File: src/rtl/insn_fetch_decode.sv
module insn_fetch_decode #(
  parameter int AW = 32
) (
  input  logic          clk,
  input  logic          rst_n,
  input  logic          flush,
  input  logic [AW-1:0] pc_in,
  output logic          mem_req,
  output logic [AW-1:0] mem_addr,
  input  logic          mem_ack,
  input  logic [15:0]   mem_rdata,
  output logic          dec_valid,
  input  logic          dec_ready,
  output logic [31:0]   dec_word,
  output logic [5:0]    dec_opcode,
  output logic [2:0]    dec_format,
  output logic [2:0]    dec_size,
  output logic [4:0]    dec_reg1,
  output logic [4:0]    dec_reg2,
  output logic [31:0]   dec_imm,
  output logic [3:0]    dec_cond,
  output logic [5:0]    dec_subop,
  output logic          dec_illegal
);

  typedef enum logic [1:0] {ST_FIRST, ST_SECOND, ST_HOLD} state_t;

  localparam logic [AW-1:0] HALF_STEP = AW'(2);

  function automatic logic [2:0] fmt_of(input logic [5:0] op);
    if (op < 6'h10)                    return 3'd1;
    else if (op < 6'h20)               return (op == 6'h1B) ? 3'd0 : 3'd2;
    else if (op < 6'h28)               return 3'd3;
    else if (op == 6'h2A || op == 6'h2B) return 3'd4;
    else if (op < 6'h30)               return 3'd5;
    else if (op == 6'h32 || op == 6'h36) return 3'd0;
    else if (op == 6'h3E)              return 3'd7;
    else                               return 3'd6;
  endfunction

  state_t        state;
  logic [31:0]   word;
  logic [AW-1:0] base;
  logic [5:0]    op;
  logic [2:0]    fmt;
  logic          first_long;

  assign first_long = fmt_of(mem_rdata[15:10]) >= 3'd4;

  always_ff @(posedge clk) begin
    if (!rst_n) begin
      state <= ST_FIRST;
      word  <= '0;
      base  <= '0;
    end else if (flush) begin
      state <= ST_FIRST;
    end else begin
      case (state)
        ST_FIRST: if (mem_ack) begin
          word  <= {mem_rdata, 16'h0000};
          base  <= pc_in;
          state <= first_long ? ST_SECOND : ST_HOLD;
        end
        ST_SECOND: if (mem_ack) begin
          word[15:0] <= mem_rdata;
          state      <= ST_HOLD;
        end
        default: if (dec_ready) state <= ST_FIRST;
      endcase
    end
  end

  assign mem_req   = (state != ST_HOLD);
  assign mem_addr  = (state == ST_SECOND) ? base + HALF_STEP : pc_in;
  assign dec_valid = (state == ST_HOLD);
  assign dec_word  = word;

  assign op         = word[31:26];
  assign fmt        = fmt_of(op);
  assign dec_format = fmt;
  assign dec_size   = (fmt >= 3'd4) ? 3'd4 : 3'd2;

  always_comb begin
    dec_opcode  = op;
    dec_reg1    = '0;
    dec_reg2    = '0;
    dec_imm     = '0;
    dec_cond    = '0;
    dec_subop   = '0;
    dec_illegal = 1'b0;
    case (fmt)
      3'd1: begin
        dec_reg2 = word[25:21];
        dec_reg1 = word[20:16];
      end
      3'd2: begin
        dec_reg2 = word[25:21];
        if (op == 6'h10 || op == 6'h11 || op == 6'h13)
          dec_imm = {{27{word[20]}}, word[20:16]};
        else
          dec_imm = {27'd0, word[20:16]};
        if (op == 6'h12) dec_cond = word[19:16];
        if (op == 6'h1F) begin
          dec_subop   = {1'b0, word[20:16]};
          dec_illegal = word[20];
        end
      end
      3'd3: begin
        dec_opcode = 6'h20;
        dec_cond   = word[28:25];
        dec_imm    = {{23{word[24]}}, word[24:16]};
      end
      3'd4: dec_imm = {{6{word[25]}}, word[25:0]};
      3'd5: begin
        dec_reg2 = word[25:21];
        dec_reg1 = word[20:16];
        if (op == 6'h28 || op == 6'h29)
          dec_imm = {{16{word[15]}}, word[15:0]};
        else
          dec_imm = {16'd0, word[15:0]};
      end
      3'd6: begin
        dec_reg2 = word[25:21];
        dec_reg1 = word[20:16];
        dec_imm  = {{16{word[15]}}, word[15:0]};
      end
      3'd7: begin
        dec_reg2    = word[25:21];
        dec_reg1    = word[20:16];
        dec_subop   = word[15:10];
        dec_illegal = word[15] | word[14];
      end
      default: dec_illegal = 1'b1;
    endcase
  end


  hold_stable_chk: assert property (@(posedge clk) disable iff (!rst_n)
    (dec_valid && !dec_ready && !flush) |=> (dec_valid && $stable(dec_word) && $stable(dec_imm)));


  req_valid_excl_chk: assert property (@(posedge clk) disable iff (!rst_n)
    !(mem_req && dec_valid));


  second_addr_chk: assert property (@(posedge clk) disable iff (!rst_n)
    (mem_req && !dec_valid && mem_ack && !flush && $stable(mem_addr) && first_long && state == ST_FIRST)
      |=> (flush || (mem_req && mem_addr == $past(mem_addr) + HALF_STEP)));


  flush_restart_chk: assert property (@(posedge clk) disable iff (!rst_n)
    flush |=> (!dec_valid && mem_req));


  size_legal_chk: assert property (@(posedge clk) disable iff (!rst_n)
    dec_valid |-> (dec_size == 3'd2 || dec_size == 3'd4));


  subop_range_chk: assert property (@(posedge clk) disable iff (!rst_n)
    (dec_valid && dec_format == 3'd7 && dec_subop >= 6'd16) |-> dec_illegal);

endmodule

File: config.mk
export PLATFORM = sky130hd
export DESIGN_NAME = insn_fetch_decode
export DESIGN_NICKNAME = d
export VERILOG_FILES = /design/src/rtl/insn_fetch_decode.sv
export SDC_FILE = /design/constraint.sdc
export NUM_CORES = 1
export LEC_CHECK = 0
export ABC_AREA = 0
export BUFFER_PORTS_ARGS = -buffer_cell sky130_fd_sc_hd__buf_2
export CORE_MARGIN = 5
export CORE_UTILIZATION = 35
export DETAILED_ROUTE_END_ITERATION = 12
export GPL_TIMING_DRIVEN = 0
export PLACE_DENSITY = 0.64
export SLEW_MARGIN = 10
export SYNTH_ARGS = -nofsm -noshare
export SYNTH_HDL_FRONTEND = slang
export SYNTH_SLANG_ARGS = --single-unit
File: constraint.sdc
create_clock -name clk -period 2.6 [get_ports clk]
set_input_delay 0.52 -clock clk [delete_from_list [all_inputs] [get_ports clk]]
set_output_delay 0.52 -clock clk [all_outputs]
set_load 0.01 [all_outputs]
; ---- After elaboration in Yosys (flattened, before gate mapping)
; Index checks and enable logic that the tools add are counted.
[totals]
regBits = 66
input_bits = 53
output_inout_bits = 131
elab_cells = 104
[classes]
add_sub_neg = 1
n_lt_le_gt_ge = 10
n_eq_ne = 31
muxes = 38
bitwise_logic = 3
reduce_logical = 17
[ops]
columns = op, count
row1 = case mux 32 bit (5 select lines), 1
row2 = two-way mux 32 bit, 3
row3 = "== test 6 bit, second input constant", 12
row4 = "== test 6 x 5 -> 1 bit, second input constant", 7
row5 = two-way mux 3 bit, 13
row6 = "< comparator 6 bit, second input constant", 6
row7 = "adder 32 x 2 -> 32 bit, second input constant", 1
row8 = two-way mux 16 bit, 2
row9 = case mux 16 bit (2 select lines), 1
row10 = two-way mux 5 bit, 3
row11 = "== test 3 bit, second input constant", 4
row12 = "< comparator 6 x 5 -> 1 bit, second input constant", 2
row13 = two-way mux 2 bit, 6
row14 = case mux 6 bit (2 select lines), 1
row15 = OR reduction 5 bit, 2
row16 = case mux 4 bit (2 select lines), 1
row17 = logical OR 1 bit, 7
row18 = "== test 3 x 2 -> 1 bit, second input constant", 2
row19 = ">= comparator 3 bit, second input constant", 2
row20 = two-way mux 6 bit, 1
row21 = "inequality test 2 bit, second input constant", 3
row22 = AND reduction 3 bit, 2
row23 = two-way mux 4 bit, 1
row24 = case mux 2 bit (2 select lines), 1
row25 = other kinds (13), 16

; ---- Depth between registers and ports, before layout
; Gate-level depths: netlist (run 1).
[logic_depth]
depth_word = 12
ltp_mapped = 8
mapped_depth_nobuf = 5

; ---- Worst setup path before layout (run 1)
; No wires, ideal clock.
[synth_timing]
path_kind = register -> output
from = register word[30], in the netlist dec_word[30]
to = output port dec_imm[26]
t_arrival_ps = 2067
t_required_ps = 2080
setup_slack_ps = 13
path_stages_with_launch = 8
n_path_buf = 3
path_cell_list = dfxtp_1 > clkbuf_1 > nand2b_1 > a211oi_1 > o21a_1 > clkbuf_1 > o211ai_1 > buf_4
[synth_via]
elab_chain_cells = 10
elab_cells_between_ends = 36
cone_classes = order compare (4) / eq/ne (16) / mux (11) / reduce/logical (5)
[synth_lines]
columns = element, line
row1 = start: declaration, 42  ; logic [31:0] word;
row2 = start signal: assignment, 60  ; word <= {mem_rdata, 16'h0000};
row3 = "parallel branches: the longest is 9 deep, another holds < comparator 6 bit", -
row4 = case mux 32 bit (5 select lines) *, 91  ; case (fmt)
row5 = end: declaration, 20  ; output logic [31:0] dec_imm,
; Mark *: on every way between the ends.

; ---- Final worst setup path (run 1)
[layout_timing]
from = register base[2]
to = output port mem_addr[30]
[layout_via]
elab_chain_cells = 2
[layout_lines]
columns = element, line
row1 = start: declaration, 43  ; logic [AW-1:0] base;
row2 = start signal: assignment, 61  ; base <= pc_in;
row3 = adder 32 x 2 -> 32 bit, 74  ; assign mem_addr = (state == ST_SECOND) ? base + HALF_STEP : pc_in;
row4 = two-way mux 32 bit, 74
row5 = end: declaration, 9  ; output logic [AW-1:0] mem_addr,
; Every way passes these cells.

==> impl_metrics.toml, run 1 <==
[layout]
multiInputGateArea_um2 = 2910
fin_nets = 911
drive_above_1_share = 0.408
finalInstanceArea_um2 = 6660
seqCellArea_um2 = 1400
n_antenna_cell = 0
area_growth_pct = 55.2
fillers = 1159
finish.utilization = 0.554
stdcell_count = 1009

[die]
num_rows = 40
ioPinCount = 184
core_area_um2 = 12000
fp.dieH_um = 121
start_util = 0.357
die_w_um = 121
dieArea_um2 = 14600

[logic_synthesis]
ys_ff_latch = 66
syn_area_per_cell_um2 = 7.06
syn-num-nets = 662
yosysSeqAreaShare = 0.308
synthCells = 608
synthFlopType = "dfxtp_1"
synth_cell_types = 48
yosysMostFrequentCell = "nand2_1"
synth_common_cells = "nand2_1 (152), dfxtp_1 (66), a21boi_1 (48)"
synthArstFlopShare = 0
ys_warn_count = 0
synth_top_area_cell = "dfxtp_1"
synth-edff-count = 0
synth_top_area_frac = 0.308
syn_area_um2 = 4290
synthTopCellsByArea = "dfxtp_1 (31%), nand2_1 (13%), a21boi_1 (8.4%)"

[grt]
grt_pass1_vias = 5221
antenna_found_initial = 1
grt_usage = 0.227
grt_max_degree = 14
overflow = 0
grt_pass1_wl_mm = 26.6

[drt]
wl_mm = 17.5
wire_per_inst_um = 17.3
drtIter0Drc = 330
vias = 5405
drc_errors = 0
drtAntennaViolNets = 0
dr.pass1.iters = 5
viasPerCell = 5.36

[setup_path]
ff2ff_path_depth = 6
r2r_setup_slack_ps = 450
cp.depth = 7
cp_slowest_stage_delay_ps = 550
critPathLaunchType = "flip-flop"
startpoint = "base[2]$_SDFFE_PN0P_"
crit_chain = "buf_12 -> nand4_4 -> or4_4 -> buf_2 -> or4_1 -> a31oi_1 -> buf_2"
rr_startpoint = "state[1]$_SDFFE_PP0P_"
path_buf_inv = 3
required_ps = 2080
cp-end-kind = "primary output"
cpMaxStageDelayCell = "or4_4"
cp_top_family = "simple AND/OR/NAND/NOR gates"
path_class = "flip-flop to primary output"
crit_top_cell = "buf_2"
cp.arrival_ps = 2470
cp_max_fo = 4

[pwr]
p_leak_nw = 2.85
power_density_nw_per_um2 = 411
vdd_drop_max_uv = 221

[min_path]
hold_class = "input port to flip-flop"
min_from = "pc_in[15]"
hold_depth = 3

[place]
placed_cell_area_um2 = 5390
io_buffers = 182
dpl.hpwl_mm = 12.1
dp.cells = 937
place_congestion = 0.878

[status]
violations = "negative setup slack"
outcome = "finished with violations"

[sta]
finalCritPeriodShare = 1.15
hold_violations = 0
slew_headroom = 0.536
tns_ps = -5440
finalClockSkew_ps = 4.92
grt_setup_unrepaired = "true"
fmax_mhz = 335
maxSlewViolCount = 0
min_period_ps = 2990
worstMarginPinSlew_ps = 693
worst_slack_ps = -386
hold-worst-slack_ps = 422
setup_viol = 19

[clock_network]
cts_inserted_buffers = 9
cts-root-buf = "clkbuf_16"
clock-sinks = 66
cts-htree-levels = 3
clockBufferDepth = 2
cts_tree = "yes"
cts_hold_buf = 0
clkLatencyLatePin_ps = 330
clk_pin_slew_ps = 60

[job]
maxCapViolations = 0
[worst min-delay path, stage by stage]
cell and delay (ps):
buf_2 100, nand2_1 50, a21boi_1 50
[cell families after synthesis]
logic type	share of synthesized area
xor gates and xnor gates	0.0225
other	0.000874
and+or+nand+nor	0.318
DFF	0.308
AOI/OAI and AO/OA	0.269
buffers and inverters	0.0790
adders and majority gates	0.00292
[layout make-up]
class	instances	share of cell area
buffer	53	0.0511
clock inverter	7	0.00789
sequential	66	0.210
clock buffer	9	0.0338
timing repair buffer	242	0.220
tap	147	0.0276
multi-input combinational	462	0.436
inverter	23	0.0135
[power by group]
group          internal [W]  total [W]  switching (W)
clock network      0.000649    0.00113       0.000478
logic              0.000226   0.000509       0.000283
registers           0.00105    0.00110      0.0000542
total               0.00192    0.00274       0.000815
[layer usage]
metal  wire length [um]  vias up  GRT usage
li1                   -     2633          -
met1               7190     2438      0.274
met2               8360      286      0.387
met3               1420       46     0.0524
met4                488        2     0.0928
met5                  5        -          0
[path summary, 6_finish.rpt]
kind                                                   to
worst min register to register      base[11]$_SDFFE_PN0P_
worst min-delay path                base[15]$_SDFFE_PN0P_
worst max register to register  dec_word[26]$_SDFFE_PN0P_
worst max-delay path                         mem_addr[30]
[placed cells by master, fill, tap and decap left out, types with 15 or more instances in the layout]
cell type	instances
buf_2	179
nand2_1	152
buf_4	54
a21boi_1	48
dfxtp_1	35
clkbuf_1	27
nand3_1	26
nor2_1	24
inv_1	22
buf_6	20
o21ai_0	17
a21boi_0	16
dfxtp_2	16
dfxtp_4	15
[state kept, by name (all words and copies together), names as in the netlist]
signal,count
state,2
base,32
dec_word,32
[stage by stage]
step,power (W),setup slack [ps]
floorplan,0.00135,13.1
global placement,0.00154,-650
detailed placement,0.00155,-639
CTS,0.00272,-325
global route,0.00286,-426
finish,0.00274,-386
[timing repair]
action | CTS | global route
setup endpoints to repair | 80 | 74
cloned | 3 | 0
buffers inserted | 36 | 22
pin swaps | 32 | 27
resized for setup | 91 | 62
No activity file was read; power rests on OpenSTA's default activity.
==> run 2, diff against run 1 <==
--- a/config.mk
+++ b/config.mk
@@ -5,7 +5,7 @@
 export SDC_FILE = /design/constraint.sdc
 export NUM_CORES = 1
 export LEC_CHECK = 0
-export ABC_AREA = 0
+export ABC_AREA = 1
 export BUFFER_PORTS_ARGS = -buffer_cell sky130_fd_sc_hd__buf_2
 export CORE_MARGIN = 5
 export CORE_UTILIZATION = 35
==> run 2 against run 1 <==
Compared with the run above:
- combinational power increased by 37%
- final cell count increased by 6.8%
- critical path depth unchanged
- the flow now finishes without violations
- die area decreased by 0.72%
- clock power increased by 9%
- register-to-register slack improved by 300 ps
- sequential power increased by 5%
- first-iteration DRC count increased by 60%
==> impl_metrics.toml, run 2 <==
[status]
outcome = "completed"

[grt]
grt_pass1_wl_mm = 26.4
grt_usage = 0.231
overflow = 0
grt_max_degree = 11
antenna_found_initial = 0
grt_pass1_vias = 4996

[sta]
finalClockSkew_ps = 4.11
grt_setup_unrepaired = "true"
finalCritPeriodShare = 0.985
min_period_ps = 2560
slew_headroom = 0.652
hold_violations = 0
setup_viol = 0
worstMarginPinSlew_ps = 518
maxSlewViolCount = 0
fmax_mhz = 391

[die]
start_util = 0.356
die_w_um = 120
num_rows = 40
core_area_um2 = 12000
fp.dieH_um = 120
dieArea_um2 = 14500
ioPinCount = 184

[layout]
area_growth_pct = 40.5
fillers = 1292
drive_above_1_share = 0.308
finish.utilization = 0.500
finalInstanceArea_um2 = 5980
mostFrequentLayoutCells = "nand2_1 (190), buf_2 (189), nor2_1 (112)"
fin_nets = 979
final_common_cell = "nand2_1"

[drt]
wl_mm = 17.6
drtIter0Drc = 529
drtAntennaViolNets = 0
viasPerCell = 5.06
dr.pass1.iters = 5
wire_per_inst_um = 16.3
drc_errors = 0
vias = 5457

[logic_synthesis]
yosysSeqAreaShare = 0.310
synthCells = 714
synth-edff-count = 0
syn_area_per_cell_um2 = 5.96
synth_top_area_cell = "dfxtp_1"
synth_common_cells = "nand2_1 (196), nor2_1 (120), inv_1 (72)"
synthArstFlopShare = 0
synth_top_area_frac = 0.310
synthFlopType = "dfxtp_1"
synthTopCellsByArea = "dfxtp_1 (31%), nand2_1 (17%), nor2_1 (11%)"
syn-num-nets = 768
yosysMostFrequentCell = "nand2_1"
syn_area_um2 = 4260
synth_cell_types = 34
ys_warn_count = 0
ys_ff_latch = 66

[pwr]
switching_share = 0.306
pwr-share-seq = 0.375
combinationalPowerShare = 0.226
p_int_w = 0.00214
vdd_drop_max_uv = 248
switching_power_w = 0.000941
power_density_nw_per_um2 = 515
p_clk_frac = 0.399
p_leak_nw = 2.94

[setup_path]
cpMaxStageDelayCell = "dfxtp_1"
path_class = "flip-flop to primary output"
critPathLaunchType = "flip-flop"
cp_max_fo = 6
path_buf_inv = 2
cp.arrival_ps = 2040
cp_top_family = "simple AND/OR/NAND/NOR gates"
crit_top_cell = "nand2_1"
crit_chain = "nand3_1 -> inv_1 -> nand2_1 -> nor2_1 -> nand2_1 -> a31oi_1 -> buf_2"
required_ps = 2080
cp_slowest_stage_delay_ps = 410
cp-end-kind = "primary output"

[min_path]
hold_class = "input port to flip-flop"

[place]
placed_cell_area_um2 = 5350
place_congestion = 0.934
io_buffers = 182
dpl.hpwl_mm = 13.7

[clock_network]
clockBufferDepth = 2
clkLatencyLatePin_ps = 340
cts_inserted_buffers = 9
cts-root-buf = "clkbuf_16"
clock-sinks = 66
cts_tree = "yes"
cts-htree-levels = 3
clk_pin_slew_ps = 60

[job]
maxCapViolations = 0
==> run 2: cell types whose count changed after synthesis, moves of 14 or more <==
cell      previous run  this run
inv_1               23        72
nor2_1              26       120
a21boi_1            48         0
a21oi_1              4        50
a21boi_0            16         0
o21ai_0             19        63
nand2_1            152       196
o22ai_1              0        14
a22o_1              14         0
or4_1               18         0
clkbuf_1            43        21
==> run 2: what timing repair did <==
item / CTS / global route
setup buffers: 6 / 11
gates cloned: 0 / 1
resized for setup: 21 / 50
endpoints found under the setup margin: 57 / 59
pin swaps: 5 / 11
hold buffers: 0 / 0
==> run 2: final timing paths <==
path | startpoint | to | slack [ps] | depth (start not counted)
worst max-delay path | base[3]$_SDFFE_PN0P_ | mem_addr[14] | 40 | 7
worst min-delay path | pc_in[22] | base[22]$_SDFFE_PN0P_ | 420 | 3
worst max register to register | state[1]$_SDFFE_PP0P_ | dec_word[31]$_SDFFE_PN0P_ | 750 | 7
worst min register to register | dec_word[2]$_SDFFE_PN0P_ | dec_word[2]$_SDFFE_PN0P_ | 480 | 2
==> run 2: layer usage <==
| layer | wire length [um] | share of wire | vias up | track usage |
|---|---|---|---|---|
| met4 | 313 | 0.018 | 0 | 0.0751 |
| met5 | 0 | 0 | - | 0 |
| met1 | 7930 | 0.45 | 2476 | 0.312 |
| met3 | 1390 | 0.079 | 23 | 0.0454 |
| li1 | - | - | 2727 | - |
| met2 | 7970 | 0.45 | 231 | 0.371 |
==> run 2: kinds of logic (layout without fill, tap and decap cells) <==
group / Yosys count / after routing / synth area share
AOI/OAI and AO/OA: 149 / 149 / 0.193
xor gates and xnor gates: 9 / 9 / 0.0185
adders and majority gates: 1 / 1 / 0.00294
buffers and inverters: 115 / 331 / 0.111
DFF: 66 / 66 / 0.310
other: 1 / 2 / 0.000881
and+or+nand+nor: 373 / 373 / 0.363
==> run 2: stage by stage <==
stage | hold WS (ps) | TNS (ps) | cells | power (W) | setup WS [ps]
after detailed placement | 472 | -321 | 1043 | 0.00181 | -54.1
after floorplan | 467 | 0 | 714 | 0.00152 | 270
after global routing | 428 | -124 | 1077 | 0.00321 | -34.0
after global placement | 469 | -193 | 1043 | 0.00181 | -32.5
final | 419 | 0 | 1078 | 0.00308 | 39.9
after CTS | 415 | -18.9 | 1065 | 0.00305 | -11.6
==> run 2: power by group through the flow <==
stage	Clock [W]	Sequential (W)	Combinational, W
after CTS	0.00124	0.00115	0.000657
after floorplan	0	0.00117	0.000355
final	0.00123	0.00115	0.000696
after global placement	0	0.00117	0.000636
after global routing	0.00129	0.00116	0.000764
after detailed placement	0	0.00117	0.000638
==> run 2: cell type report <==
type | instances | area, um^2 | area share
Clock buffer | 14 | 264 | 0.0441
Inverter | 76 | 289 | 0.0483
Sequential cell | 66 | 1340 | 0.224
Antenna cell | 1 | 2.50 | 0.000418
Clock inverter | 2 | 35.0 | 0.00586
Timing Repair Buffer | 200 | 1050 | 0.176
Tap cell | 147 | 184 | 0.0307
Buffer | 39 | 201 | 0.0337
Multi-Input combinational cell | 533 | 2610 | 0.437
==> run 2: tightest hold or removal path, cell delays in order <==
cell and delay, ps:
buf_2 90, nor2_1 40, nor2_1 80
==> run 3, diff against run 2 <==
--- a/config.mk
+++ b/config.mk
@@ -11,7 +11,7 @@
 export CORE_UTILIZATION = 35
 export DETAILED_ROUTE_END_ITERATION = 12
 export GPL_TIMING_DRIVEN = 0
-export PLACE_DENSITY = 0.64
+export PLACE_DENSITY = 0.66
 export SLEW_MARGIN = 10
 export SYNTH_ARGS = -nofsm -noshare
 export SYNTH_HDL_FRONTEND = slang
==> constraint.sdc (replaced) <==
create_clock -name clk -period 2.2 [get_ports clk]
set_input_delay 0.44 -clock clk [delete_from_list [all_inputs] [get_ports clk]]
set_output_delay 0.44 -clock clk [all_outputs]
set_load 0.01 [all_outputs]
==> run 3 against run 2 <==
Compared with the run above:
- critical endpoint is now dec_imm[29]
- largest cell class unchanged
- count of clock-buffer cells in the layout decreased by 5
- critical path depth up 5
- non-clock buffer count up 35
- combinational power up 45%
- the run now ends with negative setup slack left
==> impl_metrics.toml, run 3 (synthesis results as in run 2) <==
[die]
fp.dieH_um = 120
num_rows = 40
die_w_um = 120
dieArea_um2 = 14500
ioPinCount = 184
start_util = 0.356
core_area_um2 = 12000

[setup_path]
critPathLaunchType = "flip-flop"
cp-end-kind = "primary output"
cp_max_fo = 7
required_ps = 1760
path_class = "flip-flop to primary output"
cp.arrival_ps = 2010

[job]
maxCapViolations = 0

[clock_network]
cts_inserted_buffers = 9
cts-htree-levels = 3
cts-root-buf = "clkbuf_16"
clk_pin_slew_ps = 60
cts_hold_buf = 0
clockBufferDepth = 2
clock-sinks = 66
clkLatencyLatePin_ps = 330
cts_tree = "yes"

[drt]
vias = 5848
drc_errors = 0
dr.pass1.iters = 5
drtAntennaViolNets = 0
drtIter0Drc = 622
wl_mm = 19.4
wire_per_inst_um = 17.5
viasPerCell = 5.25

[place]
dpl.hpwl_mm = 13.5
placed_cell_area_um2 = 5360
place_congestion = 0.944
io_buffers = 182

[layout]
fin_nets = 1014
multiInputGateArea_um2 = 3160
seqCellArea_um2 = 1400
final_common_cell = "buf_2"
finalInstanceArea_um2 = 7080
mostFrequentLayoutCells = "buf_2 (173), nand2_1 (146), nor2_1 (81)"
finish.utilization = 0.592
area_growth_pct = 66.4
drive_above_1_share = 0.470
fillers = 1083

[grt]
grt_usage = 0.238
grt_max_degree = 14
overflow = 0
grt_pass1_vias = 5278
grt_pass1_wl_mm = 27.5
antenna_found_initial = 1

[pwr]
power_density_nw_per_um2 = 561
vdd_drop_max_uv = 410
p_leak_nw = 3.41

[sta]
fmax_mhz = 407
maxSlewViolCount = 0
grt_setup_unrepaired = "true"
worst_slack_ps = -254
min_period_ps = 2450
slew_headroom = 0.658
finalClockSkew_ps = 8.46
worstMarginPinSlew_ps = 513
finalCritPeriodShare = 1.12
setup_viol = 52
tns_ps = -8170
hold_violations = 0
hold-worst-slack_ps = 344

[status]
violations = "negative setup slack"
outcome = "finished with violations"

[min_path]
hold_class = "input port to flip-flop"
-- run 3: stage by stage --
step / worst slack [ps] / total power (W) / cells
global placement: -282 / 0.00213 / 1043
floorplan: 14.2 / 0.00180 / 714
global route: -267 / 0.00412 / 1113
detailed placement: -304 / 0.00214 / 1043
CTS: -99.5 / 0.00385 / 1093
finish: -254 / 0.00397 / 1113
-- run 3: worst paths after layout --
kind / startpoint / end / slack [ps] / cells after the start
max: dec_word[29]$_SDFFE_PN0P_ / dec_imm[29] / -250 / 12
min: pc_in[23] / base[23]$_SDFFE_PN0P_ / 340 / 3
max reg2reg: state[1]$_SDFFE_PP0P_ / base[10]$_SDFFE_PN0P_ / 420 / 7
min reg2reg: dec_word[1]$_SDFFE_PN0P_ / dec_word[1]$_SDFFE_PN0P_ / 490 / 2
-- run 3: timing repair --
item,in CTS,in global routing
pin swaps,34,52
setup buffers,32,20
setup endpoints to repair,82,84
resized for setup,148,154
cloned,2,0
-- run 3: metal layers --
layer,part of all wire,vias up,GRT usage
met3,0.072,42,0.0313
met4,0.020,0,0.0758
met2,0.50,277,0.402
met1,0.41,2725,0.316
met5,0,-,0
li1,-,2804,-
-- run 3: where the power goes --
group	internal, W	switching [W]	leakage [nW]	total [W]
sequential	0.00128	0.000104	0.559	0.00138
clock	0.00100	0.000582	0.157	0.00158
combinational	0.000405	0.000603	2.70	0.00101
total	0.00269	0.00129	3.41	0.00397
-- run 3: layout make-up --
class,instances,share of cell area
Antenna cell,1,0.000353
Inverter,76,0.0456
Clock buffer,9,0.0318
Buffer,39,0.0313
Sequential cell,66,0.197
Multi-Input combinational cell,533,0.447
Timing Repair Buffer,235,0.207
Clock inverter,7,0.0140
Tap cell,147,0.0260
-- run 3: critical path, cell delays in order, from the launching register on --
cell and delay [ps]:
dfxtp_4 380, inv_4 60, nor2_4 130, nand2_1 90, nand2_1 120, nand2_2 110, nand3_4 90, nor2_4 50
a21oi_4 170, buf_6 140, nand2_4 70, buf_4 140, buf_6 110
